**src/rtl/irq_arb_pkg.sv**
```systemverilog
package irq_arb_pkg;

   typedef enum logic [1:0] {
      SNS_FALL     = 2'b00,
      SNS_RISE     = 2'b01,
      SNS_BOTH     = 2'b10,
      SNS_FALL_LOW = 2'b11
   } sense_e;

   localparam int NUM_EXT     = 2;
   localparam int VEC_TRAP    = 0;
   localparam int VEC_EXT0    = 1;
   localparam int VEC_PERIPH0 = VEC_EXT0 + NUM_EXT;

endpackage

```
**src/rtl/irq_ext_detect.sv**
```systemverilog
module irq_ext_detect
   import irq_arb_pkg::*;
#(
   parameter int PINS = 4
) (
   input  logic            clk,
   input  logic            rst_n,
   input  logic [PINS-1:0] pin,
   input  logic [PINS-1:0] en,
   input  logic [1:0]      sense,
   input  logic            clr,
   output logic            pend
);

   logic any_en;
   logic comb_now;
   logic comb_q;
   logic en_q;
   logic primed;
   logic edge_lat;
   logic rise;
   logic fall;
   logic hit;
   sense_e mode;

   assign mode     = sense_e'(sense);
   assign any_en   = |en;
   // disabled pins are forced to 1 so they drop out of the AND
   assign comb_now = any_en & (&(pin | ~en));
   assign rise     = primed &  comb_now & ~comb_q;
   assign fall     = primed & ~comb_now &  comb_q;

   always_comb begin
      unique case (mode)
         SNS_FALL:     hit = fall;
         SNS_RISE:     hit = rise;
         SNS_BOTH:     hit = rise | fall;
         SNS_FALL_LOW: hit = fall;
         default:      hit = 1'b0;
      endcase
   end

   always_ff @(posedge clk or negedge rst_n) begin
      if (!rst_n) begin
         comb_q   <= 1'b0;
         en_q     <= 1'b0;
         primed   <= 1'b0;
         edge_lat <= 1'b0;
      end else begin
         comb_q   <= comb_now;
         en_q     <= any_en;
         primed   <= 1'b1;
         edge_lat <= (edge_lat & ~clr) | hit;
      end
   end

   assign pend = edge_lat | ((mode == SNS_FALL_LOW) & primed & en_q & ~comb_q);

endmodule

```
**src/rtl/irq_prio_pick.sv**
```systemverilog
module irq_prio_pick #(
   parameter int N = 6,
   parameter int W = 3
) (
   input  logic [N-1:0] req,
   output logic         any,
   output logic [W-1:0] idx
);

   always_comb begin
      idx = '0;
      for (int i = N - 1; i >= 0; i--) begin
         if (req[i]) idx = W'(i);
      end
   end

   assign any = |req;

endmodule

```
**src/rtl/irq_latch_arbiter.sv**
```systemverilog
module irq_latch_arbiter
   import irq_arb_pkg::*;
#(
   parameter int PINS_PER_VEC = 4,
   parameter int N_PERIPH     = 3,
   parameter int NUM_VEC      = VEC_PERIPH0 + N_PERIPH,
   parameter int VEC_W        = $clog2(NUM_VEC)
) (
   input  logic                      clk,
   input  logic                      rst_n,
   input  logic [2*PINS_PER_VEC-1:0] pin_lvl,
   input  logic [2*PINS_PER_VEC-1:0] pin_en,
   input  logic [3:0]                sense_sel,
   input  logic [N_PERIPH-1:0]       per_flag,
   input  logic [N_PERIPH-1:0]       per_en,
   input  logic                      trap_req,
   input  logic                      imask,
   input  logic                      ack,
   output logic                      irq_req,
   output logic [VEC_W-1:0]          vec_id,
   output logic                      halt_wake,
   output logic                      wait_wake
);

   initial begin
      if (PINS_PER_VEC < 1) $error("PINS_PER_VEC must be at least 1");
      if (N_PERIPH < 1) $error("N_PERIPH must be at least 1");
      if (NUM_VEC != VEC_PERIPH0 + N_PERIPH) $error("NUM_VEC must not be overridden");
      if ((1 << VEC_W) < NUM_VEC) $error("VEC_W too narrow for NUM_VEC");
   end

   logic                take;
   logic                trap_pend;
   logic [NUM_EXT-1:0]  ext_pend;
   logic [N_PERIPH-1:0] per_pend;
   logic [NUM_VEC-1:0]  src;
   logic [NUM_VEC-1:0]  elig;

   assign take = ack & irq_req;

   // trap latch: a new strobe wins over a simultaneous clear
   always_ff @(posedge clk or negedge rst_n) begin
      if (!rst_n) trap_pend <= 1'b0;
      else        trap_pend <= (trap_pend & ~(take & (vec_id == VEC_W'(VEC_TRAP)))) | trap_req;
   end

   for (genvar g = 0; g < NUM_EXT; g++) begin : g_ext
      irq_ext_detect #(.PINS(PINS_PER_VEC)) u_det (
         .clk   (clk),
         .rst_n (rst_n),
         .pin   (pin_lvl[g*PINS_PER_VEC +: PINS_PER_VEC]),
         .en    (pin_en[g*PINS_PER_VEC +: PINS_PER_VEC]),
         .sense (sense_sel[2*g +: 2]),
         .clr   (take & (vec_id == VEC_W'(VEC_EXT0 + g))),
         .pend  (ext_pend[g])
      );
   end

   // peripheral requests follow flag and enable directly
   for (genvar p = 0; p < N_PERIPH; p++) begin : g_per
      assign per_pend[p] = per_flag[p] & per_en[p];
   end

   assign src  = {per_pend, ext_pend, trap_pend};
   assign elig = src & {{(NUM_VEC-1){~imask}}, 1'b1};

   irq_prio_pick #(.N(NUM_VEC), .W(VEC_W)) u_pick (
      .req (elig),
      .any (irq_req),
      .idx (vec_id)
   );

   assign halt_wake = |ext_pend;
   assign wait_wake = |src;

endmodule

```
**config.mk**
```make
export PLATFORM = sky130hd
export DESIGN_NAME = irq_latch_arbiter
export DESIGN_NICKNAME = d
export VERILOG_FILES = /design/src/rtl/irq_arb_pkg.sv /design/src/rtl/irq_ext_detect.sv /design/src/rtl/irq_prio_pick.sv /design/src/rtl/irq_latch_arbiter.sv
export SDC_FILE = /design/constraint.sdc
export NUM_CORES = 1
export LEC_CHECK = 0
export ABC_AREA = 1
export BUFFER_PORTS_ARGS = -buffer_cell sky130_fd_sc_hd__buf_2
export CORE_MARGIN = 2
export CORE_UTILIZATION = 40
export DETAILED_ROUTE_END_ITERATION = 10
export GPL_TIMING_DRIVEN = 0
export PLACE_DENSITY = 0.82
export SLEW_MARGIN = 20
export SYNTH_ARGS = -nofsm -noshare
export SYNTH_HDL_FRONTEND = slang
export SYNTH_SLANG_ARGS = --single-unit
```
**constraint.sdc**
```tcl
create_clock -name clk -period 1.5 [get_ports clk]
set_input_delay 0.3 -clock clk [delete_from_list [all_inputs] [get_ports clk]]
set_output_delay 0.3 -clock clk [all_outputs]
set_load 0.03 [all_outputs]
```
==> summary.md <==
| Metric | Value |
|---|---|
| Post-synthesis cell count | 111 |
| Placer Congestion | approximately 0.82 |
| 1st-iter DRT viols | 8 |
| Critical Setup Path Class | reg -> out |
| Place WS | -326.7 ps |
| Via density | about 4.8 |
| Width of the die | approximately 48 um |
| DP Wirelength | between 1000 and 1500 um |
| Max incr delay on CP | approximately 480 ps |
| Reg clk slew, reported paths | ~50 ps |
| CP Max Fanout | 3 |
| Crit Reg-Reg Endpoint | g_ext[1].u_det.edge_lat$_DFF_PN0_ |
| Status | complete, but fails checks |
| CP Capture Type | output port |
| CTS tree | yes |
| Max clock buf depth | 2 |
| Pleak | 0.0006807 uW |
| Critical path launch point type | register |
| RR Startpoint | g_ext[1].u_det.comb_q$_DFF_PN0_ |
| Max VDD drop | 0.4967 mV |
| Antenna diodes | 0 |
| Tcrit/Tclk final | 121.7% |
| Syn Area/Cell | slightly below 7 sq um |
| Die ar. | approximately 0.0023 sq mm |
| Design Power | just over 900 uW |
| Pwr per Cell Area | about 740 mW/mm^2 |
| Critical Path Source | g_ext[1].u_det.primed$_DFF_PN0_ |
| Placed Instances | 172 |
| Share of cells above drive strength 1 | ~50% |
| Die Y | ~48 um |
| Core Region | roughly 0.0018 sq mm |
| RSZ-0062 raised after global routing | yes |
| Final nets | 198 |
| CTS HTree Levels | 1 |
| Grt total ovfl | 0 |
| Final setup viols | 6 |
| Clock Latency Late Sink | roughly 260 ps |
| CP Cell Sequence | inv_2, nor2_2, nand2_2, nand2_4, or4_4, buf_6 |
| Initial Util | 43.33% |
| Multiplexer share of the synthesized area | 0% |
| Setup crit end | wait_wake |
| Post-Synth XOR/XNOR Area | 0% |
| First-pass GRT wire length | 3042 um |
| Hold slack | 256.0 ps |
| Vias in the first global route | between 700 and 800 |
| Finished Layout Cells | 184 |
| Register area share after synthesis | 26.19% |
| Failing checks | negative setup slack |
| DRT Pass-1 Iters | 4 |
| Yosys warns | 0 |
| Commonest non-fill, non-tap cell in the layout | buf_2 |
| Yosys reg bits | 8 |
| Layout area overhead | 59.08% |
| Crit-path slowest cell | or4_4 |
| Cell Area, Synth | approximately 760 sq um |
| Cts bufs inserted | 3 |
| Adder-cell area share of the yosys netlist | about a tenth |
| Largest net degree at the start of global routing | 9 |
| Worst endpoint required time | about 1200 ps |
| Most frequent cells in the layout | buf_2, nand2_1, inv_1 |
| Wirelength per Cell | between 10 and 15 um |
| Main combinational cell family by area after synthesis | simple AND/OR/NAND/NOR gates |
| Compound-cell area share of the yosys netlist | between 10% and 20% |
| Mapped Nets | around 150 |
| Post-route ant nets | 0 |
| Fin crit period | 1825 ps |
| Max-Cap Viols | 0 |
| Total number of vias | a little under 900 |
| Post-Synth Simple-Gate Area | 38.13% |
| Fmax | 548.0 MHz |
| Final worst setup slack | -324.9 ps |
| Routed WL | 2042 um |
| Std cell rows | 15 |
| DR DRC count | 0 |
| Critical path arrival | about 1500 ps |
| Root buf cell | clkbuf_4 |
| Initial antenna violation count | 0 |
| Number of max-slew violations in the final report | 0 |
| Worst reg-to-reg setup slack | around 60 ps |
| Cell variety after synth | 23 |
| GRT Total Usage | approximately a fifth |
| CTS Sinks | 8 |
| Final Hold Fails | 0 |
| Worst Clk Skew | about 4.6 ps |
| I/O pin count | 37 |
| Hold Crit Class | in -> reg |
| PortBufs | 36 |
| Reg2Reg Depth | 12 |
worst max-delay path, delay by kind of cell, from the launching register on:
kind | cells | cell delay, ps
and+or+nand+nor | 4 | 640
DFF | 1 | 390
buffers and inverters | 2 | 230
power breakdown:
| group | internal [uW] | switching, uW |
|---|---|---|
| sequential | 245 | 22.4 |
| combinational | 200 | 272 |
| clock | 91.7 | 75.4 |
repair_timing:
item	CTS	global route
setup endpoints to repair	6	8
resized for setup	18	17
buffers inserted	7	2
endpoints found under the hold margin	8	0
hold buffers	1	0
pin swaps	8	10
cells by family (layout without fill, tap and decap cells):
logic type | after synthesis | count (layout)
DFF | 8 | 8
and+or+nand+nor | 57 | 57
buffers and inverters | 27 | 75
adders and majority gates | 6 | 6
other | 1 | 1
AOI/OAI and AO/OA | 12 | 12
cells in the mapped netlist:
master,count,area (sq um)
dfrtp_1,8,200.2
nand2_1,26,97.59
nand2_4,3,33.78
o21ai_0,2,10.01
o21bai_1,1,7.510
nor2_1,11,41.29
nand3_2,4,40.04
nand3_1,3,15.01
inv_1,22,82.58
nand4_1,2,12.51
o21a_1,1,7.510
o22ai_1,4,25.02
conb_1,1,3.750
a21oi_2,1,8.760
a21oi_4,1,16.27
clkinv_4,1,8.760
nand2_2,4,25.02
nor2_2,3,18.77
a21oi_1,2,10.01
inv_2,3,11.26
inv_4,1,6.260
or4_1,1,7.510
ha_1,6,75.07
through the flow:
stage	setup TNS [ps]	cell area (sq um)	util [%]
after detailed placement	-755.8	997.2	56.52
after floorplan	-15.31	785.8	-
after CTS	-1173	1150	65.18
after global placement	-664.0	997.2	56.52
final	-1307	1216	68.94
after global routing	-1691	1216	68.94
layer usage:
layer  part of all wire, %  up-vias  GRT usage [%]
met4                   3.1        0          10.27
met1                    36      389          18.56
li1                      -      436              -
met3                   7.4       10          4.528
met5                     0        -              0
met2                    53       44          38.40
worst min-delay path by stage:
stage / end / cells past startpoint / startpoint / slack (ps)
after floorplan: g_ext[0].u_det.comb_q$_DFF_PN0_ / 0 / rst_n / 4
after global placement: g_ext[0].u_det.en_q$_DFF_PN0_ / 1 / rst_n / 150
after detailed placement: g_ext[0].u_det.en_q$_DFF_PN0_ / 1 / rst_n / 150
after CTS: trap_pend$_DFF_PN0_ / 2 / ack / 260
after global routing: g_ext[1].u_det.en_q$_DFF_PN0_ / 3 / pin_en[5] / 270
final: trap_pend$_DFF_PN0_ / 2 / trap_req / 260
registers in the layout (all words and copies together), names as in the netlist:
| signal | count |
|---|---|
| g_ext.u_det.edge_lat | 2 |
| g_ext.u_det.comb_q | 2 |
| g_ext.u_det.en_q | 2 |
| trap_pend | 1 |
| g_ext.u_det.primed | 1 |
cell type report:
| cell class | count | area (sq um) |
|---|---|---|
| inverter | 27 | 111.4 |
| timing repair buffer | 45 | 299.0 |
| sequential | 8 | 200.2 |
| multi-input combinational | 76 | 551.8 |
| clock buffer | 3 | 22.52 |
| fill | 161 | 548.0 |
| tap | 25 | 31.28 |
No activity file was read; power rests on OpenSTA's default activity.
